File: config.mk
export PLATFORM = sky130hd
export DESIGN_NAME = lpm_lookup_seq
export DESIGN_NICKNAME = d
export VERILOG_FILES = /design/src/rtl/lpm_pkg.sv /design/src/rtl/lpm_req_fanout.sv /design/src/rtl/lpm_rsp_select.sv /design/src/rtl/lpm_seq_ctrl.sv /design/src/rtl/lpm_lookup_seq.sv
export SDC_FILE = /design/constraint.sdc
export NUM_CORES = 1
export LEC_CHECK = 0
export BUFFER_PORTS_ARGS = -buffer_cell sky130_fd_sc_hd__buf_2
export CELL_PAD_IN_SITES_DETAIL_PLACEMENT = 1
export CELL_PAD_IN_SITES_GLOBAL_PLACEMENT = 1
export CORE_MARGIN = 2
export CORE_UTILIZATION = 35
export DETAILED_ROUTE_END_ITERATION = 7
export GPL_ROUTABILITY_DRIVEN = 0
export PLACE_DENSITY_LB_ADDON = 0.1
export SETUP_SLACK_MARGIN = 0.5
export SLEW_MARGIN = 20
export SYNTH_ARGS = -nofsm -noshare
export SYNTH_HDL_FRONTEND = slang
export SYNTH_SLANG_ARGS = --single-unit
export TNS_END_PERCENT = 10
File: constraint.sdc
create_clock -name clk -period 3.6 [get_ports clk]
set_input_delay 0.36 -clock clk [delete_from_list [all_inputs] [get_ports clk]]
set_output_delay 0.36 -clock clk [all_outputs]
set_load 0.02 [all_outputs]
File: src/rtl/lpm_pkg.sv
package lpm_pkg;

    // Address and key geometry
    localparam int ADDR_W      = 32;
    localparam int L1_KEY_W    = 16;
    localparam int CK_KEY_W    = 8;
    localparam int N_LEVELS    = 3;
    localparam int LVL_W       = $clog2(N_LEVELS + 1);

    // Pointer geometry: kind in the top bits, index below
    localparam int KIND_W      = 2;
    localparam int PTR_W       = 16;
    localparam int IDX_W       = PTR_W - KIND_W;
    localparam int N_ENG       = (1 << KIND_W) - 1;

    // Derived constants
    localparam int FIRST_CH_LVL  = 2;
    localparam int CH_BASE_SHIFT = ADDR_W - L1_KEY_W - CK_KEY_W;
    localparam logic [IDX_W-1:0] UNDEF_HOP = '1;

    typedef logic [LVL_W-1:0] level_t;

    typedef enum logic [KIND_W-1:0] {
        PK_HOP    = 2'b00,
        PK_SPARSE = 2'b01,
        PK_DENSE  = 2'b10,
        PK_VDENSE = 2'b11
    } ptr_kind_e;

    typedef struct packed {
        ptr_kind_e        kind;
        logic [IDX_W-1:0] idx;
    } lpm_ptr_t;

    typedef enum logic [2:0] {
        S_IDLE,
        S_L1_REQ,
        S_L1_WAIT,
        S_CH_REQ,
        S_CH_WAIT,
        S_DONE
    } seq_state_e;

    localparam level_t LVL_FIRST_CH = level_t'(FIRST_CH_LVL);
    localparam level_t LVL_LAST     = level_t'(N_LEVELS);

    // Reinterpret a raw bus word as a pointer
    function automatic lpm_ptr_t to_ptr(input logic [PTR_W-1:0] raw);
        return lpm_ptr_t'(raw);
    endfunction

    // Top key used by the first level
    function automatic logic [L1_KEY_W-1:0] first_key(input logic [ADDR_W-1:0] a);
        return a[ADDR_W-1 -: L1_KEY_W];
    endfunction

    // Address byte consumed by a chunk level (deeper level -> lower byte)
    function automatic logic [CK_KEY_W-1:0] chunk_key(input logic [ADDR_W-1:0] a,
                                                      input level_t           lv);
        logic [ADDR_W-1:0] sh;
        sh = a >> (CH_BASE_SHIFT - (int'(lv) - FIRST_CH_LVL) * CK_KEY_W);
        return sh[CK_KEY_W-1:0];
    endfunction

    // Engine slot that serves a chunk kind (0 = sparse)
    function automatic ptr_kind_e kind_of_slot(input int slot);
        return ptr_kind_e'(KIND_W'(slot + 1));
    endfunction

endpackage

File: src/rtl/lpm_req_fanout.sv
// Turns one chunk request into a one-hot valid towards the engine of its kind
module lpm_req_fanout
    import lpm_pkg::*;
#(
    parameter int N = N_ENG
) (
    input  logic         go,
    input  ptr_kind_e    kind,
    input  logic [N-1:0] eng_ready,
    output logic [N-1:0] eng_valid,
    output logic         acc
);

    genvar e;
    generate
        for (e = 0; e < N; e++) begin : g_slot
            assign eng_valid[e] = go && (kind == kind_of_slot(e));
        end
    endgenerate

    assign acc = |(eng_valid & eng_ready);

endmodule

File: src/rtl/lpm_rsp_select.sv
// Picks the response of the engine that owns the outstanding request
module lpm_rsp_select
    import lpm_pkg::*;
#(
    parameter int N = N_ENG
) (
    input  logic               wait_en,
    input  ptr_kind_e          kind,
    input  logic [N-1:0]       rsp_valid,
    input  logic [N*PTR_W-1:0] rsp_flat,
    output logic               hit,
    output lpm_ptr_t           ptr
);

    logic [N-1:0] match;

    genvar e;
    generate
        for (e = 0; e < N; e++) begin : g_match
            assign match[e] = wait_en && rsp_valid[e] && (kind == kind_of_slot(e));
        end
    endgenerate

    always_comb begin
        ptr = '0;
        for (int s = 0; s < N; s++) begin
            if (match[s]) begin
                ptr = to_ptr(rsp_flat[s*PTR_W +: PTR_W]);
            end
        end
    end

    assign hit = |match;

endmodule

File: src/rtl/lpm_seq_ctrl.sv
// Lookup state machine: captures the address, walks up to three levels
module lpm_seq_ctrl
    import lpm_pkg::*;
(
    input  logic                clk,
    input  logic                rst,
    // address side
    input  logic                req_valid,
    input  logic [ADDR_W-1:0]   req_addr,
    output logic                req_ready,
    // result side
    output logic                res_valid,
    input  logic                res_ready,
    output logic [IDX_W-1:0]    res_hop,
    output logic                res_err,
    // level-one engine
    output logic                l1_go,
    output logic [L1_KEY_W-1:0] l1_key,
    input  logic                l1_acc,
    input  logic                l1_hit,
    input  lpm_ptr_t            l1_ptr,
    // chunk engines (after fan-out / selection)
    output logic                ch_go,
    output logic                ch_wait,
    output ptr_kind_e           ch_kind,
    output logic [IDX_W-1:0]    ch_index,
    output logic [CK_KEY_W-1:0] ch_key,
    output level_t              ch_level,
    input  logic                ch_acc,
    input  logic                ch_hit,
    input  lpm_ptr_t            ch_ptr
);

    seq_state_e        state_q;
    logic [ADDR_W-1:0] addr_q;
    ptr_kind_e         kind_q;
    logic [IDX_W-1:0]  idx_q;
    level_t            level_q;
    logic [IDX_W-1:0]  hop_q;
    logic              err_q;

    // Resolution of whichever level is currently being awaited
    logic     rsp_hit;
    lpm_ptr_t rsp_ptr;
    logic     at_last;
    level_t   next_level;

    always_comb begin
        rsp_hit    = 1'b0;
        rsp_ptr    = l1_ptr;
        at_last    = 1'b0;
        next_level = LVL_FIRST_CH;
        if (state_q == S_L1_WAIT) begin
            rsp_hit = l1_hit;
        end else if (state_q == S_CH_WAIT) begin
            rsp_hit    = ch_hit;
            rsp_ptr    = ch_ptr;
            at_last    = (level_q == LVL_LAST);
            next_level = level_q + level_t'(1);
        end
    end

    // Port drive
    assign req_ready = (state_q == S_IDLE);
    assign res_valid = (state_q == S_DONE);
    assign res_hop   = hop_q;
    assign res_err   = err_q;
    assign l1_go     = (state_q == S_L1_REQ);
    assign l1_key    = first_key(addr_q);
    assign ch_go     = (state_q == S_CH_REQ);
    assign ch_wait   = (state_q == S_CH_WAIT);
    assign ch_kind   = kind_q;
    assign ch_index  = idx_q;
    assign ch_level  = level_q;
    assign ch_key    = chunk_key(addr_q, level_q);

    always_ff @(posedge clk) begin
        if (rst) begin
            state_q <= S_IDLE;
            addr_q  <= '0;
            kind_q  <= PK_HOP;
            idx_q   <= '0;
            level_q <= '0;
            hop_q   <= '0;
            err_q   <= 1'b0;
        end else begin
            case (state_q)
                S_IDLE: begin
                    if (req_valid) begin
                        addr_q  <= req_addr;
                        err_q   <= 1'b0;
                        state_q <= S_L1_REQ;
                    end
                end
                S_L1_REQ: begin
                    if (l1_acc) state_q <= S_L1_WAIT;
                end
                S_CH_REQ: begin
                    if (ch_acc) state_q <= S_CH_WAIT;
                end
                S_L1_WAIT, S_CH_WAIT: begin
                    if (rsp_hit) begin
                        if (rsp_ptr.kind == PK_HOP) begin
                            hop_q   <= rsp_ptr.idx;
                            err_q   <= 1'b0;
                            state_q <= S_DONE;
                        end else if (at_last) begin
                            hop_q   <= UNDEF_HOP;
                            err_q   <= 1'b1;
                            state_q <= S_DONE;
                        end else begin
                            kind_q  <= rsp_ptr.kind;
                            idx_q   <= rsp_ptr.idx;
                            level_q <= next_level;
                            state_q <= S_CH_REQ;
                        end
                    end
                end
                S_DONE: begin
                    if (res_ready) state_q <= S_IDLE;
                end
                default: state_q <= S_IDLE;
            endcase
        end
    end

endmodule

File: src/rtl/lpm_lookup_seq.sv
// Top: three-level longest-prefix lookup sequencer
module lpm_lookup_seq
    import lpm_pkg::*;
(
    input  logic                   clk,
    input  logic                   rst,
    input  logic                   req_valid,
    output logic                   req_ready,
    input  logic [ADDR_W-1:0]      req_addr,
    output logic                   res_valid,
    input  logic                   res_ready,
    output logic [IDX_W-1:0]       res_hop,
    output logic                   res_err,
    output logic                   l1_req_valid,
    input  logic                   l1_req_ready,
    output logic [L1_KEY_W-1:0]    l1_req_key,
    input  logic                   l1_rsp_valid,
    input  logic [PTR_W-1:0]       l1_rsp_ptr,
    output logic [N_ENG-1:0]       ch_req_valid,
    input  logic [N_ENG-1:0]       ch_req_ready,
    output logic [IDX_W-1:0]       ch_req_index,
    output logic [CK_KEY_W-1:0]    ch_req_key,
    output logic [LVL_W-1:0]       ch_req_level,
    input  logic [N_ENG-1:0]       ch_rsp_valid,
    input  logic [N_ENG*PTR_W-1:0] ch_rsp_ptr
);

    logic      ch_go;
    logic      ch_wait;
    ptr_kind_e ch_kind;
    logic      ch_acc;
    logic      ch_hit;
    lpm_ptr_t  ch_ptr;
    level_t    ch_level;

    lpm_seq_ctrl u_ctrl (
        .clk       (clk),
        .rst       (rst),
        .req_valid (req_valid),
        .req_addr  (req_addr),
        .req_ready (req_ready),
        .res_valid (res_valid),
        .res_ready (res_ready),
        .res_hop   (res_hop),
        .res_err   (res_err),
        .l1_go     (l1_req_valid),
        .l1_key    (l1_req_key),
        .l1_acc    (l1_req_valid && l1_req_ready),
        .l1_hit    (l1_rsp_valid),
        .l1_ptr    (to_ptr(l1_rsp_ptr)),
        .ch_go     (ch_go),
        .ch_wait   (ch_wait),
        .ch_kind   (ch_kind),
        .ch_index  (ch_req_index),
        .ch_key    (ch_req_key),
        .ch_level  (ch_level),
        .ch_acc    (ch_acc),
        .ch_hit    (ch_hit),
        .ch_ptr    (ch_ptr)
    );

    lpm_req_fanout #(.N(N_ENG)) u_fanout (
        .go        (ch_go),
        .kind      (ch_kind),
        .eng_ready (ch_req_ready),
        .eng_valid (ch_req_valid),
        .acc       (ch_acc)
    );

    lpm_rsp_select #(.N(N_ENG)) u_select (
        .wait_en   (ch_wait),
        .kind      (ch_kind),
        .rsp_valid (ch_rsp_valid),
        .rsp_flat  (ch_rsp_ptr),
        .hit       (ch_hit),
        .ptr       (ch_ptr)
    );

    assign ch_req_level = ch_level;

endmodule

Word-level counts from Yosys, hierarchy flattened
Index checks and enable logic that the tools add are counted.
- register bits: 68
- bits in latches: 0
- memory bits (writable): 0
- bits in read-only memories: 0
- bits of input ports: 108
- output and inout bits: 61
- logic and storage cells: 77
- memories kept: 0
- add/subtract/negate cells: 3
- $mul: 0
- divide/modulo/power cells: 0
- magnitude comparators: 0
- equality and inequality tests: 15
- shift-type cells: 1
- muxes and demuxes: 26
- bitwise operators: 3
- reduce and logical (&&, ||, !) cells: 22
- operators with widths (cell ; count):
    16-bit two-way mux ; 5
    32-bit by 32-bit right shift with 8-bit output ; 1
    5-bit by 32-bit subtractor with 32-bit output, first input constant ; 1
    14-bit two-way mux ; 2
    3-bit two-way mux ; 7
    3-bit one-hot mux with 5 select lines ; 1
    1-bit logical AND ; 10
    1-bit two-way mux ; 8
    4-bit AND reduction ; 2
    2-bit == test, second input constant ; 3
    3-bit by 2-bit == test with 1-bit output, second input constant ; 2
    3-bit == test, second input constant ; 2
    2-bit by 1-bit inequality test with 1-bit output, second input constant ; 3
    3-bit OR reduction ; 2
    5-bit AND reduction ; 1
    2-bit two-way mux ; 2
    2-bit inequality test, second input constant ; 2
    2-bit nonzero test ; 2
    3-bit AND ; 1
    3-bit by 1-bit == test with 1-bit output, second input constant ; 1
    3-bit zero test ; 1
    3-bit by 1-bit inequality test with 1-bit output, second input constant ; 1
    3-bit AND reduction ; 1
    2-bit by 2-bit subtractor with 3-bit output, second input constant ; 1
    other kinds (7) ; 8

Longest topological paths before layout
Gate-level depths: netlist of the first run.
- depth in word-level cells: 12
- gate-level depth with buffers: 9
- gate-level depth less buffers: 6

By module
Synthesis of the first run repeated with hierarchy kept, for this count alone.
- cell total of the unflattened synthesis: 405
- area, all modules: 3573.4 um^2
- modules (own cells, without submodules) (module ; times used ; cells each ; area each (um^2) ; seq. area each (um^2)):
    lpm_seq_ctrl ; 1 ; 350 ; 3188.1 ; 1361.3
    lpm_rsp_select ; 1 ; 45 ; 325.3 ; 0.0
    lpm_req_fanout ; 1 ; 9 ; 53.8 ; 0.0
    lpm_lookup_seq ; 1 ; 1 ; 6.3 ; 0.0

Least setup slack after synthesis of the first run
OpenSTA, ideal clock, no wires.
- kind: flip-flop to flip-flop
- start: register u_ctrl.state_q[2]
- end: register u_ctrl.idx_q[10] (netlist: u_ctrl.ch_index[10])
- setup time: 143 ps
- arrival time: 2208 ps
- required time: 3457 ps
- slack: 1249 ps
- stages on the path, launching flop included: 8
- path buffers: 2
- period minus slack after synthesis: 2351 ps
- path through: dfxtp_1 > or3b_1 > buf_2 > nor4b_4 > a221oi_2 > a211oi_4 > buf_2 > a211oi_2
- cells in the longest elaborated chain, start to end: 11
- elaborated cells between the ends (all ways): 23
- those cells by class: eq/ne (2); mux (9); bitwise (2); reduce/logical (10)
- RTL lines (what ; line ; RTL):
    start, declared ; lpm_seq_ctrl.sv:34 ; seq_state_e state_q;
    start signal, assigned ; lpm_seq_ctrl.sv:79 ; state_q <= S_IDLE;
    start signal, assigned ; lpm_seq_ctrl.sv:92 ; state_q <= S_L1_REQ;
    start signal, assigned ; lpm_seq_ctrl.sv:96 ; if (l1_acc) state_q <= S_L1_WAIT;
    3-bit == test ; lpm_seq_ctrl.sv:55, lpm_seq_ctrl.sv:71, lpm_seq_ctrl.sv:87 ;
    1-bit logical AND (2 in a row) ; lpm_rsp_select.sv:20 ; assign match[e] = wait_en && rsp_valid[e] && (kind == kind_of_slot(e));
    16-bit two-way mux (3 in a row) ; lpm_rsp_select.sv:27 ; if (match[s]) begin
    16-bit two-way mux ; lpm_seq_ctrl.sv:55 ; end else if (state_q == S_CH_WAIT) begin
    16-bit two-way mux ; lpm_seq_ctrl.sv:53 ; if (state_q == S_L1_WAIT) begin
    2-bit zero test ; lpm_seq_ctrl.sv:103 ; if (rsp_ptr.kind == PK_HOP) begin
    1-bit inverter (no source line) ; n/a ;
    4-bit AND reduction (no source line) ; n/a ;
    end signal, assigned ; lpm_seq_ctrl.sv:113 ; idx_q <= rsp_ptr.idx;
    end, declared ; lpm_seq_ctrl.sv:37 ; logic [IDX_W-1:0] idx_q;
Several ways; a longest one is shown, not always the timed one.
A chain may end at the register's enable or synchronous reset.

Final worst setup path of the first run
- start: register u_ctrl.state_q[2]
- end: register u_ctrl.idx_q[2] (netlist: u_ctrl.ch_index[2])
Same word-level chain as after synthesis.

==> flow_metrics.py, run 1 <==
metrics = {
    "outcome": {
        "status": "complete, no violations",
    },
    "sta": {
        "drv_slew": 0,
        "fin_setup_tns_ns": 0,
        "slew-limit-headroom_pct": 55.0,
        "fin_ws_ns": 0.729,
        "clock_skew_ns": 0.00777,
        "rsz0062_at_grt": "false",
        "finalSetupViolations": 0,
        "hold_viol": 0,
        "hold_ws_ns": 0.250,
        "fmax_mhz": 348,
        "fin_crit_sh_pct": 79.7,
        "fin_crit_ns": 2.87,
        "tightestPinTransition_ns": 0.674,
    },
    "drt": {
        "via_count": 3555,
        "routedWlPerCell_um": 15.8,
        "firstDrtPassIters": 6,
        "wl_um": 11100,
        "ant_nets": 0,
        "drtIter0Drc": 115,
        "drc_errors": 0,
        "drt-vias-per-instance": 5.08,
    },
    "synthesis": {
        "synth_area_um2": 3490,
        "synthTopCellsByArea": "dfxtp_1 (39%), nand2_1 (9.1%), a21oi_1 (7.7%)",
        "ys_seq_area_share_pct": 39.0,
        "ys_ff_latch": 68,
        "synth-edff-count": 0,
        "synthTopCellsByCount": "nand2_1 (85), dfxtp_1 (68), a21oi_1 (54), nor2_1 (41), clkbuf_1 (30)",
        "synth_warnings": 0,
        "synthesis.nets": 536,
        "synth_flop_cell": "dfxtp_1",
        "synth_top_area_share_pct": 39.0,
        "async_flop_share_pct": 0,
        "synthDistinctLibCells": 41,
        "synth_top_area_cell": "dfxtp_1",
        "synth_most_common_cell": "nand2_1",
        "synthCells": 427,
        "avgSynthCellArea_um2": 8.17,
    },
    "floorplanning": {
        "io_pins": 169,
        "core_area_um2": 9730,
        "die_w_um": 104,
        "die-area_um2": 10800,
        "num_rows": 36,
        "die_h_um": 104,
        "initial_core_util_pct": 35.9,
    },
    "place": {
        "dp_hpwl_um": 8450,
        "port_buffers": 168,
        "place_area_um2": 4280,
        "dp_slack_ns": 0.466,
        "place_inst": 684,
    },
    "clocking": {
        "ctsLongestPathBuffers": 2,
        "htreeDepth": 3,
        "cts.hold.buffers_added": 0,
        "numCtsBuffers": 9,
        "cts_sinks": 68,
        "path_clk_slew_ns": 0.08,
        "cts_root_buffer": "clkbuf_8",
        "clock_latency_ns": 0.34,
        "cts_tree": "yes",
    },
    "finish": {
        "fin_util_pct": 46.4,
        "nFillCells": 1249,
        "drive_gt1_share_pct": 39.0,
        "instances_no_fill": 700,
        "area_growth_pct": 29.4,
        "multi_input_area_um2": 1790,
        "regArea_um2": 1360,
        "nets": 671,
        "diodes": 0,
        "post-route-cell-area_um2": 4510,
    },
    "critical_path": {
        "critPathRequiredTime_ns": 3.84,
        "cp-start-kind": "flip-flop",
        "critPathArrivalTime_ns": 3.11,
        "crit_path_max_incr_delay_ns": 0.66,
        "worstPathCellList": "or3b_1 > nor4b_4 > buf_4 > a221oi_2 > a211oi_4 > buf_4 > nor2_1 > a211oi_1",
        "crit_type": "flip-flop to flip-flop",
        "crit_fanout": 35,
        "path_common_cell": "buf_4",
        "endpoint_kind": "flip-flop",
        "slowest_stage": "dfxtp_1",
    },
    "grt": {
        "antenna_found_initial": 0,
        "grtUsageTotal_pct": 20.5,
        "grt_pass1_vias": 3591,
        "grt_pass1_wl_um": 18100,
        "gr-total-overflow": 0,
        "grt_max_degree": 36,
    },
    "pwr": {
        "max-vdd-ir-drop_mv": 0.282,
        "p_leak_nw": 1.97,
        "total_power_mw": 2.06,
        "powerDensity_nw_per_um2": 457,
    },
    "job": {
        "drv_cap": 0,
    },
    "min_path": {
        "hp-class": "input pin to flip-flop",
    },
}
[final timing paths]
check / startpoint / to / slack, ns / depth (start not counted)
setup / recovery: u_ctrl.state_q[2]$_SDFFE_PP0P_ / u_ctrl.ch_index[2]$_SDFFE_PP0P_ / 0.73 / 8
hold reg to reg: u_ctrl.addr_q[8]$_SDFFE_PP0P_ / u_ctrl.addr_q[8]$_SDFFE_PP0P_ / 0.46 / 2
hold / removal: req_addr[15] / u_ctrl.addr_q[15]$_SDFFE_PP0P_ / 0.25 / 3
setup reg to reg: u_ctrl.state_q[2]$_SDFFE_PP0P_ / u_ctrl.ch_index[2]$_SDFFE_PP0P_ / 0.73 / 8
[critical path: cells and delay by family, from the launching register on]
kind                   cells  cell delay (ns)
buffers and inverters      2             0.63
flip-flops                 1             0.66
AO/OA/AOI/OAI              3             0.59
AND/OR/NAND/NOR            3             0.87
[layout make-up]
| cell class | count | share of cell area, % |
|---|---|---|
| multi-input combinational | 289 | 39.8 |
| clock buffer | 9 | 2.74 |
| clock inverter | 7 | 2.19 |
| timing repair buffer | 176 | 20.0 |
| sequential | 68 | 30.2 |
| inverter | 18 | 1.50 |
| tap | 133 | 3.69 |
[registers in the layout, summed over array words and instances, names as in the netlist]
register / count
u_ctrl.ch_level: 2
u_ctrl.res_hop: 14
u_ctrl.addr_q: 32
u_ctrl.ch_kind: 2
u_ctrl.ch_index: 14
u_ctrl.state_q: 3
u_ctrl.res_err: 1
[layout by cell type (no fill, tap or decap), types with 2 or more instances in the layout]
| master | instances |
|---|---|
| nor3b_1 | 2 |
| nor2b_1 | 2 |
| a211oi_1 | 9 |
| o22ai_1 | 2 |
| nand2_1 | 84 |
| a21oi_1 | 54 |
| a211oi_2 | 10 |
| mux2_2 | 2 |
| o21ai_0 | 4 |
| buf_2 | 168 |
| and2_1 | 6 |
| inv_6 | 2 |
| nand2b_1 | 3 |
| clkbuf_8 | 9 |
| bufinv_16 | 2 |
| mux4_2 | 8 |
| o32ai_1 | 2 |
| dfxtp_1 | 68 |
| a211o_1 | 2 |
| nor2_1 | 41 |
| a221oi_1 | 28 |
| buf_4 | 8 |
| nand3_1 | 2 |
| a221oi_2 | 2 |
| and3b_1 | 2 |
| inv_1 | 17 |
| nor3_1 | 6 |
| mux2i_1 | 3 |
[where the power goes]
part | leakage (nW) | internal [mW] | switching [mW]
Combinational | 1.30 | 0.189 | 0.299
Clock | 0.110 | 0.395 | 0.311
Sequential | 0.553 | 0.814 | 0.0536
Total | 1.97 | 1.40 | 0.663
[routing by layer]
layer	global-route usage (%)	wire, um	vias up
met2	34.4	5290	140
met1	25.7	4780	1658
met5	0	0	-
li1	-	-	1748
met4	5.50	125	0
met3	6.04	885	9
[what timing repair did]
item	CTS	global route
setup endpoints to repair	14	0
resized for setup	1	0
setup buffers	0	0
[cell families after synthesis]
family / Yosys count / share of synthesized area [%]
buf+inv: 70 / 9.72
flops: 68 / 39.0
mux: 13 / 6.67
simple gates: 157 / 19.8
fa+ha+maj: 1 / 0.359
compound gates: 118 / 24.4
Note: power is estimated with default switching activity, not from simulation.
==> run 2, diff against run 1 <==
--- a/config.mk
+++ b/config.mk
@@ -5,11 +5,12 @@
 export SDC_FILE = /design/constraint.sdc
 export NUM_CORES = 1
 export LEC_CHECK = 0
+export ABC_AREA = 1
 export BUFFER_PORTS_ARGS = -buffer_cell sky130_fd_sc_hd__buf_2
 export CELL_PAD_IN_SITES_DETAIL_PLACEMENT = 1
 export CELL_PAD_IN_SITES_GLOBAL_PLACEMENT = 1
 export CORE_MARGIN = 2
-export CORE_UTILIZATION = 35
+export CORE_UTILIZATION = 31
 export DETAILED_ROUTE_END_ITERATION = 7
 export GPL_ROUTABILITY_DRIVEN = 0
 export PLACE_DENSITY_LB_ADDON = 0.1
==> constraint.sdc (replaced) <==
create_clock -name clk -period 2.9 [get_ports clk]
set_input_delay 0.29 -clock clk [delete_from_list [all_inputs] [get_ports clk]]
set_output_delay 0.29 -clock clk [all_outputs]
set_load 0.02 [all_outputs]
==> run 2 against run 1 <==
Total power up 61%; core utilization decreased by 5.2 points; via count is 15% higher; maximum frequency up 30%; highest routed layer unchanged; cell area increased by 4.1%.
==> flow_metrics.py, run 2 <==
metrics = {
    "outcome": {
        "status": "complete, no violations",
    },
    "min_path": {
        "hp-class": "input pin to flip-flop",
    },
    "clocking": {
        "path_clk_slew_ns": 0.05,
        "cts.hold.buffers_added": 0,
        "numCtsBuffers": 9,
        "htreeDepth": 3,
        "cts_tree": "yes",
        "cts_sinks": 68,
        "cts_root_buffer": "clkbuf_16",
        "ctsLongestPathBuffers": 2,
        "clock_latency_ns": 0.33,
    },
    "grt": {
        "use_met3_pct": 4.81,
        "grt_pass1_wl_um": 20700,
        "antenna_found_initial": 0,
        "grt_use_met1_pct": 23.5,
        "met2_usage_pct": 38.1,
        "grtUsageTotal_pct": 20.6,
        "top_usage_layer": "met2",
        "gr-total-overflow": 0,
        "grt_pass1_vias": 4166,
        "grt_max_degree": 49,
    },
    "finish": {
        "largest_reg_flops": 32,
        "final_cell_mix": "nand2_1 (171), buf_2 (168), dfxtp_1 (67)",
        "max_flop_register": "u_ctrl.addr_q",
        "nets": 801,
        "area_growth_pct": 29.6,
        "final_common_cell": "nand2_1",
        "diodes": 0,
        "drive_gt1_share_pct": 30.6,
        "instances_no_fill": 835,
    },
    "synthesis": {
        "ys_ff_latch": 68,
        "synth_area_um2": 3630,
        "synthDistinctLibCells": 25,
        "synth_flop_cell": "dfxtp_1",
        "ys_seq_area_share_pct": 37.5,
        "synthCells": 552,
        "avgSynthCellArea_um2": 6.57,
        "synthTopCellsByCount": "nand2_1 (171), dfxtp_1 (68), nor2_1 (57), a21oi_1 (56), nand3_1 (43)",
        "synth_top_area_share_pct": 37.5,
        "synth_warnings": 0,
        "synth_top_area_cell": "dfxtp_1",
        "synthesis.nets": 661,
        "async_flop_share_pct": 0,
        "synth_most_common_cell": "nand2_1",
        "synthTopCellsByArea": "dfxtp_1 (38%), nand2_1 (18%), a21oi_1 (7.7%)",
        "synth-edff-count": 0,
    },
    "sta": {
        "clock_skew_ns": 0.00438,
        "fmax_mhz": 454,
        "fin_crit_ns": 2.20,
        "fin_crit_sh_pct": 75.9,
        "drv_slew": 0,
        "tightestPinTransition_ns": 1.10,
        "fin_setup_tns_ns": 0,
        "slew-limit-headroom_pct": 26.7,
        "rsz0062_at_grt": "false",
        "hold_viol": 0,
        "finalSetupViolations": 0,
    },
    "critical_path": {
        "cp-start-kind": "flip-flop",
        "critPathArrivalTime_ns": 2.47,
        "endpoint_kind": "flip-flop",
        "crit_type": "flip-flop to flip-flop",
        "critPathRequiredTime_ns": 3.16,
        "crit_fanout": 22,
    },
    "drt": {
        "ant_nets": 0,
        "via_count": 4079,
        "firstDrtPassIters": 4,
        "wl_um": 13200,
        "routedWlPerCell_um": 15.9,
        "drc_errors": 0,
        "drt-vias-per-instance": 4.89,
        "drtIter0Drc": 131,
    },
    "pwr": {
        "p_leak_nw": 2.26,
        "max-vdd-ir-drop_mv": 0.381,
        "powerDensity_nw_per_um2": 705,
    },
    "place": {
        "place_inst": 818,
        "port_buffers": 168,
        "dp_hpwl_um": 9650,
    },
    "floorplanning": {
        "num_rows": 39,
        "initial_core_util_pct": 31.8,
        "die-area_um2": 12600,
        "core_area_um2": 11400,
        "die_h_um": 112,
        "io_pins": 169,
        "die_w_um": 112,
    },
    "job": {
        "drv_cap": 0,
    },
}
[run 2: changes by cell type in the layout (fill, tap and decap cells not counted), moves of 13 or more]
cell and change:
a221oi_1 -28, nand4_1 +14, inv_1 +13, o21ai_0 +15, nand3_1 +41, nand2_1 +87, nor2_1 +15
[run 2: through the flow]
step	setup slack (ns)	cell area, um2	util, %	hold slack (ns)	power, mW
floorplan	1.04	3630	-	0.437	2.05
global placement	0.545	4400	38.5	0.446	2.37
detailed placement	0.332	4400	38.5	0.456	2.40
CTS	0.529	4660	40.8	0.221	3.34
global route	0.483	4700	41.1	0.233	3.54
finish	0.698	4700	41.1	0.231	3.31
[run 2: worst paths after layout]
kind | startpoint | end | slack, ns | depth (start not counted)
max reg2reg | u_ctrl.state_q[2]$_SDFFE_PP0P_ | u_ctrl.ch_level[1]$_SDFFE_PP0P_ | 0.70 | 9
max | u_ctrl.state_q[2]$_SDFFE_PP0P_ | u_ctrl.ch_level[1]$_SDFFE_PP0P_ | 0.70 | 9
min | req_addr[22] | u_ctrl.addr_q[22]$_SDFFE_PP0P_ | 0.23 | 3
min reg2reg | u_ctrl.addr_q[3]$_SDFFE_PP0P_ | u_ctrl.addr_q[3]$_SDFFE_PP0P_ | 0.46 | 2
[run 2: layer usage]
metal / part of all wire (%) / up-vias
met3: 6.0 / 10
met1: 40 / 1901
met4: 1.2 / 0
met2: 52 / 117
li1: - / 2051
met5: 0 / -
[run 2: final cells by class]
type                    count  area [um2]
repair buffers            177         908
multi-input cells         405        1900
clock buffers              10         229
clock inverters             1        5.00
well taps                 143         179
fillers                  1562        6720
flip-flops and latches     68        1360
inverters                  31         119
[run 2: what timing repair did]
action	4_1_cts	5_1_grt
buffers inserted	4	1
gates resized for setup	0	3
pin swaps	2	1
setup endpoints to repair	32	28
cloned	0	1
[run 2: kinds of logic after synthesis]
logic type                 synth area share (%)
and+or+nand+nor                            39.2
AOI/OAI and AO/OA                          11.9
buffers and inverters                      11.0
DFF                                        37.5
adders and majority gates                 0.345
[run 2: worst max-delay path, stage by stage (launching register included)]
cell and delay, ns:
dfxtp_1 0.56, nand2_8 0.20, nor2_4 0.20, buf_4 0.20
nor3_2 0.07, nand2_2 0.17, nand3_4 0.25, inv_4 0.25
o21ai_0 0.11, nor2_1 0.12
[run 2: report_power, final]
group	leakage, nW	internal, mW	switching, mW	total, mW
logic	1.59	0.386	0.821	1.21
registers	0.554	1.07	0.117	1.19
clock network	0.116	0.552	0.366	0.918
total	2.26	2.01	1.30	3.31
